File: config.mk
export PLATFORM = sky130hd
export DESIGN_NAME = miss_entry
export DESIGN_NICKNAME = d
export VERILOG_FILES = /design/src/rtl/miss_entry.sv
export SDC_FILE = /design/constraint.sdc
export NUM_CORES = 1
export LEC_CHECK = 0
export BUFFER_PORTS_ARGS = -buffer_cell sky130_fd_sc_hd__buf_2
export CORE_MARGIN = 4
export CORE_UTILIZATION = 30
export CTS_BUF_LIST = sky130_fd_sc_hd__clkbuf_2 sky130_fd_sc_hd__clkbuf_4 sky130_fd_sc_hd__clkbuf_8
export DETAILED_ROUTE_END_ITERATION = 8
export SLEW_MARGIN = 20
export SYNTH_ARGS = -nofsm -noshare
export SYNTH_HDL_FRONTEND = slang
export SYNTH_SLANG_ARGS = --single-unit
File: constraint.sdc
create_clock -name clk -period 5 [get_ports clk]
set_input_delay 1 -clock clk [delete_from_list [all_inputs] [get_ports clk]]
set_output_delay 1 -clock clk [all_outputs]
set_load 0.01 [all_outputs]
File: src/rtl/miss_entry.sv
module miss_entry #(
  parameter int AW = 32,
  parameter int SW = 8,
  parameter int TW = 16,
  parameter int OW = 16,
  parameter int NT = 4
) (
  input  logic                     clk,
  input  logic                     rst_n,
  input  logic [TW-1:0]            now,
  input  logic                     alloc_valid,
  input  logic [AW-1:0]            alloc_addr,
  input  logic [SW-1:0]            alloc_size,
  input  logic [TW-1:0]            alloc_time,
  input  logic [OW-1:0]            alloc_order,
  input  logic                     alloc_excl,
  input  logic                     tgt_valid,
  input  logic [TW-1:0]            tgt_time,
  input  logic [OW-1:0]            tgt_order,
  input  logic                     tgt_excl,
  input  logic                     snp_valid,
  input  logic [TW-1:0]            snp_time,
  input  logic [OW-1:0]            snp_order,
  input  logic                     issue,
  input  logic                     inval_set,
  input  logic                     promote,
  input  logic                     free,
  input  logic                     rd_def,
  input  logic [$clog2(NT)-1:0]    rd_idx,
  output logic                     ent_valid,
  output logic                     ent_busy,
  output logic [AW-1:0]            ent_addr,
  output logic [SW-1:0]            ent_size,
  output logic                     ent_excl,
  output logic [OW-1:0]            ent_order,
  output logic [TW-1:0]            ent_ready,
  output logic                     def_excl,
  output logic                     inval_pend,
  output logic [$clog2(NT+1)-1:0]  main_cnt,
  output logic [$clog2(NT+1)-1:0]  def_cnt,
  output logic                     no_tgt_block,
  output logic                     prom_ok,
  output logic [TW-1:0]            rd_time,
  output logic [OW-1:0]            rd_order,
  output logic                     rd_cpu,
  output logic                     rd_excl
);
  localparam int IW = $clog2(NT);
  localparam int CW = $clog2(NT + 1);

  logic [TW-1:0] st_time  [2][NT];
  logic [OW-1:0] st_order [2][NT];
  logic          st_cpu   [2][NT];
  logic          st_excl  [2][NT];
  logic          mb;

  logic [CW-1:0] total;
  logic          full, alloc_go, free_go, prom_go, live, tgt_go, snp_go, iss_go, to_def, wr_en;
  logic          wr_bank;
  logic [IW-1:0] wr_idx;
  logic [TW-1:0] wr_time, ft;
  logic [OW-1:0] wr_order;
  logic          wr_cpu, wr_excl;

  assign total    = main_cnt + def_cnt;
  assign full     = (total == CW'(NT));
  assign alloc_go = !ent_valid && alloc_valid;
  assign free_go  = ent_valid && free;
  assign prom_go  = ent_valid && !free && promote && ent_busy;
  assign live     = ent_valid && !free && !prom_go;
  assign tgt_go   = live && tgt_valid && !full;
  assign snp_go   = live && !tgt_valid && snp_valid && ent_busy && !full;
  assign iss_go   = live && issue && !ent_busy;
  assign to_def   = ent_busy && ((def_cnt != '0) || inval_pend || (!ent_excl && tgt_excl));
  assign wr_en    = alloc_go || tgt_go || snp_go;

  assign wr_bank  = (tgt_go && to_def) ? ~mb : mb;
  assign wr_idx   = alloc_go ? '0 : (tgt_go && to_def) ? IW'(def_cnt) : IW'(main_cnt);
  assign wr_time  = alloc_go ? alloc_time  : tgt_go ? tgt_time  : snp_time;
  assign wr_order = alloc_go ? alloc_order : tgt_go ? tgt_order : snp_order;
  assign wr_cpu   = !snp_go || alloc_go;
  assign wr_excl  = alloc_go ? alloc_excl : (tgt_go && tgt_excl);

  assign ft = st_time[~mb][0];

  always_ff @(posedge clk) begin
    if (wr_en) begin
      st_time[wr_bank][wr_idx]  <= wr_time;
      st_order[wr_bank][wr_idx] <= wr_order;
      st_cpu[wr_bank][wr_idx]   <= wr_cpu;
      st_excl[wr_bank][wr_idx]  <= wr_excl;
    end
  end

  always_ff @(posedge clk) begin
    if (!rst_n) begin
      ent_valid  <= 1'b0;
      ent_busy   <= 1'b0;
      ent_addr   <= '0;
      ent_size   <= '0;
      ent_excl   <= 1'b0;
      ent_order  <= '0;
      ent_ready  <= '0;
      def_excl   <= 1'b0;
      inval_pend <= 1'b0;
      main_cnt   <= '0;
      def_cnt    <= '0;
      prom_ok    <= 1'b0;
      mb         <= 1'b0;
    end else begin
      prom_ok <= 1'b0;
      if (alloc_go) begin
        ent_valid  <= 1'b1;
        ent_busy   <= 1'b0;
        ent_addr   <= alloc_addr;
        ent_size   <= alloc_size;
        ent_excl   <= alloc_excl;
        ent_order  <= alloc_order;
        ent_ready  <= alloc_time;
        def_excl   <= 1'b0;
        inval_pend <= 1'b0;
        main_cnt   <= CW'(1);
        def_cnt    <= '0;
      end else if (free_go) begin
        ent_valid <= 1'b0;
        ent_busy  <= 1'b0;
        main_cnt  <= '0;
        def_cnt   <= '0;
      end else if (prom_go) begin
        if (def_cnt != '0) begin
          mb         <= ~mb;
          main_cnt   <= def_cnt;
          def_cnt    <= '0;
          ent_excl   <= def_excl;
          def_excl   <= 1'b0;
          inval_pend <= 1'b0;
          ent_busy   <= 1'b0;
          ent_order  <= st_order[~mb][0];
          ent_ready  <= (now > ft) ? now : ft;
          prom_ok    <= 1'b1;
        end else begin
          ent_valid <= 1'b0;
          ent_busy  <= 1'b0;
          main_cnt  <= '0;
          def_cnt   <= '0;
        end
      end else if (live) begin
        if (tgt_go) begin
          if (to_def) begin
            def_cnt <= def_cnt + CW'(1);
            if (tgt_excl) def_excl <= 1'b1;
          end else begin
            main_cnt <= main_cnt + CW'(1);
            if (!ent_busy && tgt_excl) ent_excl <= 1'b1;
          end
        end else if (snp_go) begin
          main_cnt <= main_cnt + CW'(1);
        end
        if (iss_go) ent_busy <= 1'b1;
        if (inval_set) inval_pend <= 1'b1;
      end
    end
  end

  assign no_tgt_block = ent_valid && full;

  logic rb;
  assign rb       = rd_def ? ~mb : mb;
  assign rd_time  = st_time[rb][rd_idx];
  assign rd_order = st_order[rb][rd_idx];
  assign rd_cpu   = st_cpu[rb][rd_idx];
  assign rd_excl  = st_excl[rb][rd_idx];
endmodule

==> impl_metrics.toml, run 1 <==
[finish]
utilization_pct = 38.0
diodes = 0
final_nets = 1563
drive_gt1_share_pct = 38.4
fillerInstances = 4852
area_delta_synth_final_pct = 24.4
design_area_sq_um = 19200

[critical_path]
cp_max_fo = 32
worst_ep_arrival_time_ps = 3180
path_cells = "xnor2_2 > buf_4 > mux4_2 > mux2_2 > buf_2"
crit_start = "mb"
endpoint_kind = "output pin"
cp_data_required_time_ps = 4000
worstReg2RegStart = "def_cnt[0]"
rrSetupSlack_ps = 1110
start_kind = "flop"
crit_type = "flop to output pin"
crit_buf_inv = 2
crit_slowest_cell = "xnor2_2"
crit_end = "rd_order[8]"
cpPeakStageDelay_ps = 660
cp.depth = 5
critical-path-top-delay-family = "multiplexers"
rr_worst_depth = 9
r2r-end = "st_time[1][39]"

[clock_tree]
htreeDepth = 2
worstSkewPairLatency_ps = 650
cts_root_buf = "clkbuf_8"
cts_buffer_depth = 3
cts_buffers = 60
holdBufCountCts = 0
clk_pin_slew_ps = 60
cts_tree = "yes"
cts_num_sinks = 357
cts_resized = 0
cts_setup_buffers = 0

[routing]
drc = 0
routed_wl_um = 43000
drt_pass1_iterations = 5
via_count = 10093
wl_per_cell_um = 20.5
postRouteAntennaNets = 0
drt-vias-per-instance = 4.81
drtIter0Drc = 661

[global_routing]
grt-busiest-layer = "met2"
met2_usage_pct = 25.4
grt_max_degree = 69
grt_use_total_pct = 15.1
grt_pass1_wl_um = 64600
grt_pass1_vias = 10600
globalRouteMet3Util_pct = 3.37
overflow = 0
antenna_found_initial = 1
grt_util_met1_pct = 19.7

[die]
die_y_um = 235
die-area_sq_um = 55100
die_w_um = 235
initial_core_util_pct = 30.6
core_sq_um = 50500
ios = 285
placementRows = 82

[power_and_ir_drop]
max-vdd-ir-drop_v = 0.000188
power_leakage_nw = 7.18
total_power_mw = 6.76
p_per_area_nw_per_um2 = 352

[sta]
period_share_pct = 83.7
rsz0062_at_grt = "no"
fin_crit_ps = 4180
worst_slack_ps = 816
slew_headroom_pct = 27.0
finClkSkew_ps = 42.2
hold_viol = 0
worst_pin_slew_ps = 1080
setup-tns-final_ps = 0
fmax_mhz = 239
finalSetupViolations = 0
drv_slew = 0

[yosys]
yosysSeqAreaShare_pct = 64.0
yosysMostFrequentCell = "edfxtp_1"
syn_avg_cell_area_sq_um = 14.5
syn_inst = 1067
synth-seq-cells = 357
synth_top_area_cell = "edfxtp_1"
synth_cell_types = 52
synth_ff_type = "edfxtp_1"
ys.warnings.count = 0
synth_area_leaders = "edfxtp_1 (53%), dfxtp_1 (11%), mux4_2 (9.9%), nand2_1 (4.3%), mux2i_1 (4.3%)"
synth_edf_count = 272
synthArstFlopShare_pct = 0
synth_area_sq_um = 15400
synth_top_cell_area_share_pct = 52.9
synth_nets = 1254
synth_common_cells = "edfxtp_1 (272), nand2_1 (178), dfxtp_1 (85)"

[placed_design]
dpl_cell_area_sq_um = 17900
dp.final_hpwl_um = 28800
numPortBuffers = 284
gp_congestion = 0.802
place_ws_ps = 990

[job]
max-cap-violations = 0

[status]
status = "complete, no violations"

[worst_hold_path]
hp-class = "flop to flop"
[cell type report]
type / instances / area (sq um) / area share (%)
clock buffer: 89 / 1080 / 5.63
clock inverter: 24 / 229 / 1.19
inverter: 5 / 18.8 / 0.0977
multi-input combinational: 635 / 5360 / 27.9
sequential: 357 / 9870 / 51.4
tap: 672 / 841 / 4.38
timing repair buffer: 317 / 1800 / 9.36
[worst register-to-register path, delay by kind of cell, from the launching register on]
| family | cells | cell delay (ps) |
|---|---|---|
| compound gates | 3 | 1000 |
| xor+xnor | 1 | 250 |
| fa+ha+maj | 2 | 610 |
| buf+inv | 1 | 490 |
| flops | 1 | 410 |
| simple gates | 2 | 710 |
[flip-flops by register name (all words and copies together) (netlist names), 3 cells and up]
| name | count |
|---|---|
| ent_size | 8 |
| st_cpu | 8 |
| ent_addr | 32 |
| st_time | 128 |
| ent_ready | 16 |
| main_cnt | 3 |
| st_excl | 8 |
| def_cnt | 3 |
| st_order | 128 |
| ent_order | 16 |
[stage by stage]
step	hold slack [ps]	instances
floorplan	488	1067
global placement	449	1985
detailed placement	455	1986
CTS	463	2099
global route	487	2099
finish	457	2099
[layout by cell type (no fill, tap or decap), types with 10 or more instances in the layout]
master	count
buf_4	24
clkbuf_4	23
buf_12	10
nor2_1	13
mux2i_1	66
and2_1	19
a21oi_1	13
ha_1	20
nor2_4	10
dfxtp_1	84
clkbuf_8	66
mux4_2	68
a21boi_0	56
mux2_2	35
edfxtp_1	272
buf_2	283
nand2_1	178
o211ai_1	17
o21ai_0	66
o221ai_1	16
[how the worst min path moves through the flow]
stage | startpoint | endpoint | slack, ps | cells after the start
final | ent_size[0] | ent_size[0] | 460 | 2
after floorplan | ent_addr[0] | ent_addr[0] | 490 | 2
after CTS | ent_size[0] | ent_size[0] | 460 | 2
after global routing | ent_size[4] | ent_size[4] | 490 | 2
after global placement | ent_addr[3] | ent_addr[3] | 450 | 2
after detailed placement | ent_size[0] | ent_size[0] | 460 | 2
[kinds of logic (layout without fill, tap and decap cells)]
| group | count (synthesis) | after routing | share of synthesized area (%) |
|---|---|---|---|
| adders and majority gates | 21 | 21 | 1.75 |
| AOI/OAI and AO/OA | 191 | 191 | 8.25 |
| muxes | 169 | 169 | 16.8 |
| buffers and inverters | 75 | 435 | 1.97 |
| xor gates and xnor gates | 5 | 5 | 0.381 |
| DFF | 357 | 357 | 64.0 |
| and+or+nand+nor | 249 | 249 | 6.93 |
[per-layer routing]
metal / vias up / routed length, um
met3: 63 / 2490
li1: 4701 / -
met4: 2 / 1020
met1: 4996 / 18700
met5: - / 12
met2: 331 / 20800
[report_power, final]
group,total (mW),internal [mW],leakage (nW),switching (mW)
logic,0.619,0.254,3.29,0.365
clock network,2.79,1.60,0.695,1.19
registers,3.35,3.31,3.19,0.0421
No activity file was read; power rests on OpenSTA's default activity.
==> run 2, diff against run 1 <==
clock period = 4 ns   (was 5 ns; I/O delays follow)
==> run 2 against run 1 <==
- clock skew down 12 ps
- critical path depth grew 2
- worst hold slack worse by 65 ps
- final cell count rose by 0.81%
- global-route usage is 0.25 points higher
- clock power is 13% higher
- setup slack worse by 670 ps
- sequential share of layout area fell by 0.15 points
- core utilization increased by 0.099 points
- via count is 2.0% higher
- total power increased by 20%
- critical endpoint is now rd_time[9]
- highest routed layer unchanged
==> impl_metrics.toml, run 2 (synthesis gave the netlist of run 1 again) <==
[status]
status = "complete, no violations"

[global_routing]
grt_use_total_pct = 15.4
grt_pass1_wl_um = 65800
antenna_found_initial = 4
grt_max_degree = 79
grt_pass1_vias = 10835
overflow = 0

[clock_tree]
cts_resized = 1
cts_buffers = 58
holdBufCountCts = 0
cts_setup_buffers = 0
cts_buffer_depth = 3
worstSkewPairLatency_ps = 640
cts_num_sinks = 357
clk_pin_slew_ps = 70
htreeDepth = 2
cts_root_buf = "clkbuf_8"
cts_tree = "yes"

[finish]
largestRegisters = "st_order (128), st_time (128), ent_addr (32)"
area_delta_synth_final_pct = 24.8
drive_gt1_share_pct = 38.7
final_nets = 1581
final_common_cell = "buf_2"
final_cell_mix = "buf_2 (283), edfxtp_1 (272), nand2_1 (178)"
fillerInstances = 4845

[die]
placementRows = 82
core_sq_um = 50500
die-area_sq_um = 55100
ios = 285
initial_core_util_pct = 30.6
die_w_um = 235
die_y_um = 235

[power_and_ir_drop]
power_switching_share_pct = 24.2
max-vdd-ir-drop_v = 0.000291
p_int_mw = 6.16
power_frac_seq_pct = 51.5
comb_power_share_pct = 9.8
power_leakage_nw = 7.23
switchingPower_mw = 1.97
power.share.clock_pct = 38.7
total_power_mw = 8.13
p_per_area_nw_per_um2 = 422

[sta]
slew_headroom_pct = 39.3
worst_pin_slew_ps = 902
rsz0062_at_grt = "no"
hold_viol = 0
fmax_mhz = 259
fin_crit_ps = 3860
drv_slew = 0
finalSetupViolations = 0
setup-tns-final_ps = 0
period_share_pct = 96.5
finClkSkew_ps = 30.7

[critical_path]
cpPeakStageDelay_ps = 530
crit_buf_inv = 4
crit_slowest_cell = "mux4_2"
path_cells = "buf_8 > xnor2_2 > buf_12 > buf_16 > mux4_2 > mux2_2 > buf_2"
crit_start = "mb"
crit_type = "flop to output pin"
endpoint_kind = "output pin"
worst_ep_arrival_time_ps = 3060
critical-path-top-delay-family = "buffers and inverters"
cp_max_fo = 29
start_kind = "flop"
worstReg2RegStart = "def_cnt[0]"
cp_data_required_time_ps = 3200

[placed_design]
gp_congestion = 0.819
numPortBuffers = 284
dp.final_hpwl_um = 28900

[routing]
routed_wl_um = 43100
via_count = 10298
drtIter0Drc = 594
drc = 0
wl_per_cell_um = 20.4
drt-vias-per-instance = 4.87
postRouteAntennaNets = 0
drt_pass1_iterations = 5

[worst_hold_path]
hold_start = "issue"
hp-class = "primary input to flop"

[job]
max-cap-violations = 0
run 2: cell count changes in the layout (fill, tap and decap cells not counted), sizes merged:
cell    before  now
diode        0    1
bufinv       4    1
inv          7    6
clkinv      16   24
clkbuf      89   81
buf        317  337
run 2: per-stage QoR:
stage	util [%]	instance area, sq um	hold slack [ps]	worst slack [ps]	cells
after floorplan	-	15400	488	-151	1067
after global placement	35.8	18100	450	558	2006
after detailed placement	35.8	18100	457	496	2006
after CTS	38.1	19200	334	21.0	2115
after global routing	38.1	19300	369	7.22	2116
final	38.1	19300	392	142	2116
run 2: per-layer routing:
metal,GRT usage [%],wire length [um],vias up
met5,0,27,-
met4,5.37,1290,4
met3,3.42,2740,77
met2,25.6,20600,356
met1,19.8,18400,5110
li1,-,-,4751
run 2: worst register-to-register path, cell delays in order (launching register included):
cell and delay (ps):
dfxtp_1 410, ha_1 240, fa_1 370, xor3_1 240
a2111o_2 630, or2_1 350, a21oi_2 200, a21oi_2 170
nor2_4 170, buf_4 370
run 2: layout make-up:
class / instances / area [sq um] / share of cell area (%)
sequential: 357 / 9870 / 51.3
tap: 672 / 841 / 4.37
multi-input combinational: 635 / 5360 / 27.8
inverter: 5 / 18.8 / 0.0975
timing repair buffer: 337 / 1990 / 10.4
clock inverter: 28 / 160 / 0.832
antenna: 1 / 2.50 / 0.0130
clock buffer: 81 / 1000 / 5.21
run 2: final timing paths:
path / end / slack (ps) / cells after the start
min: ent_busy / 390 / 3
min reg2reg: ent_size[6] / 460 / 2
max: rd_time[9] / 140 / 7
max reg2reg: st_order[0][52] / 460 / 9
run 2: power by group through the flow:
stage	sequential, mW	clock [mW]	combinational [mW]
2_1_floorplan	4.28	0	0.398
3_3_place_gp	4.26	0	0.795
3_5_place_dp	4.27	0	0.805
4_1_cts	4.19	3.26	0.808
5_1_grt	4.20	3.43	0.878
6_report	4.19	3.15	0.796
==> run 3, diff against run 2 <==
RECOVER_POWER = 50   (was default)
==> run 3 against run 2 <==
- the run now ends with max-capacitance violations, max-slew violations left
- core utilization down 0.42 points
- first-iteration DRC count fell by 3.4%
- critical path depth stayed put
- routed wire length about the same
- via count fell by 0.39%
- combinational power fell by 4.0%
- global-route usage is the same
- total power down 0.43%
- setup slack better by 6.8 ps
- clock skew decreased by 3.0 ps
- clock-buffer cell count unchanged
- final cell count is the same
- critical endpoint unchanged
- largest cell class unchanged
==> impl_metrics.toml, run 3 (synthesis gave the netlist of run 1 again) <==
[routing]
postRouteAntennaNets = 0
wl_per_cell_um = 20.4
drt-vias-per-instance = 4.85
drtIter0Drc = 574
drc = 0
drt_pass1_iterations = 7
via_count = 10258
routed_wl_um = 43100

[finish]
largestRegisters = "st_order (128), st_time (128), ent_addr (32)"
area_delta_synth_final_pct = 23.4
drive_gt1_share_pct = 31.3
final_common_cell = "edfxtp_1"
final_nets = 1581
utilization_pct = 37.7
final_cell_mix = "edfxtp_1 (272), buf_2 (198), nand2_1 (178)"
fillerInstances = 4901
design_area_sq_um = 19000

[sta]
finClkSkew_ps = 27.6
drv_slew = 27
rsz0062_at_grt = "no"
fin_crit_ps = 3850
holdWs_ps = 394
hold_viol = 0
worst_slack_ps = 149
slew_headroom_pct = -40.1
finalSetupViolations = 0
fmax_mhz = 260
period_share_pct = 96.3
worst_pin_slew_ps = 2100

[global_routing]
grt_pass1_wl_um = 65800
grt_max_degree = 79
grt_use_total_pct = 15.4
grt_pass1_vias = 10835
overflow = 0
antenna_found_initial = 4

[worst_hold_path]
hp-class = "primary input to flop"

[placed_design]
dpl_cell_area_sq_um = 18100
numPortBuffers = 284
gp_congestion = 0.819
place_ws_ps = 496
dp.final_hpwl_um = 28900

[power_and_ir_drop]
power_leakage_nw = 6.80
p_per_area_nw_per_um2 = 425
max-vdd-ir-drop_v = 0.000291

[clock_tree]
cts_root_buf = "clkbuf_8"
htreeDepth = 2
cts_buffers = 58
cts_buffer_depth = 3
worstSkewPairLatency_ps = 640
cts_tree = "yes"
clk_pin_slew_ps = 70
cts_setup_buffers = 0
cts_num_sinks = 357

[die]
initial_core_util_pct = 30.6
die_y_um = 235
core_sq_um = 50500
die-area_sq_um = 55100
placementRows = 82
die_w_um = 235
ios = 285

[critical_path]
cp_max_fo = 29
worst_ep_arrival_time_ps = 3050
endpoint_kind = "output pin"
rrSetupSlack_ps = 320
crit_type = "flop to output pin"
cp_data_required_time_ps = 3200
start_kind = "flop"

[status]
status = "finished with violations"
failed_checks = "max-capacitance violations, max-slew violations"

[job]
max-cap-violations = 1
run 3: metal layers:
metal	vias to the layer above	wire length (um)	GRT usage, %
met1	5072	18500	19.8
li1	4745	-	-
met2	360	20600	25.6
met5	-	27	0
met3	77	2640	3.42
met4	4	1290	5.37
run 3: final cells by class:
cell class                      count  area (sq um)  area share [%]
Timing Repair Buffer              337          1810            9.50
Clock inverter                     28           160           0.841
Clock buffer                       81          1000            5.26
Multi-Input combinational cell    635          5340            28.0
Inverter                            5          18.8          0.0986
Tap cell                          672           841            4.42
Antenna cell                        1          2.50          0.0131
Sequential cell                   357          9870            51.8
run 3: repair_timing:
action / CTS / global route
gates resized for setup: 1 / 3
hold buffers: 0 / 0
cloned: 0 / 0
pin swaps: 0 / 0
endpoints found under the setup margin: 25 / 11
run 3: worst max-delay path: stages, from the launching register on:
cell	delay, ps
dfxtp_2	470
buf_8	240
xnor2_2	160
buf_12	220
buf_16	260
mux4_2	530
mux2_2	320
buf_2	150
run 3: report_power, final:
| group | switching [mW] | internal (mW) | leakage [nW] | total (mW) |
|---|---|---|---|---|
| Clock | 1.45 | 1.69 | 0.620 | 3.14 |
| Sequential | 0.0565 | 4.14 | 3.19 | 4.19 |
| Combinational | 0.454 | 0.310 | 2.99 | 0.764 |
run 3: final timing paths:
path,endpoint,from,cells after the start
max,rd_time[9],mb,7
min,ent_busy,issue,3
max reg2reg,st_time[1][11],def_cnt[0],9
min reg2reg,ent_size[6],ent_size[6],2
run 3: through the flow:
step	power, mW	setup TNS (ps)	cells
after floorplan	4.68	-27610	1067
final	8.10	0	2116
after global placement	5.06	0	2006
after CTS	8.26	0	2115
after global routing	8.48	0	2116
after detailed placement	5.07	0	2006
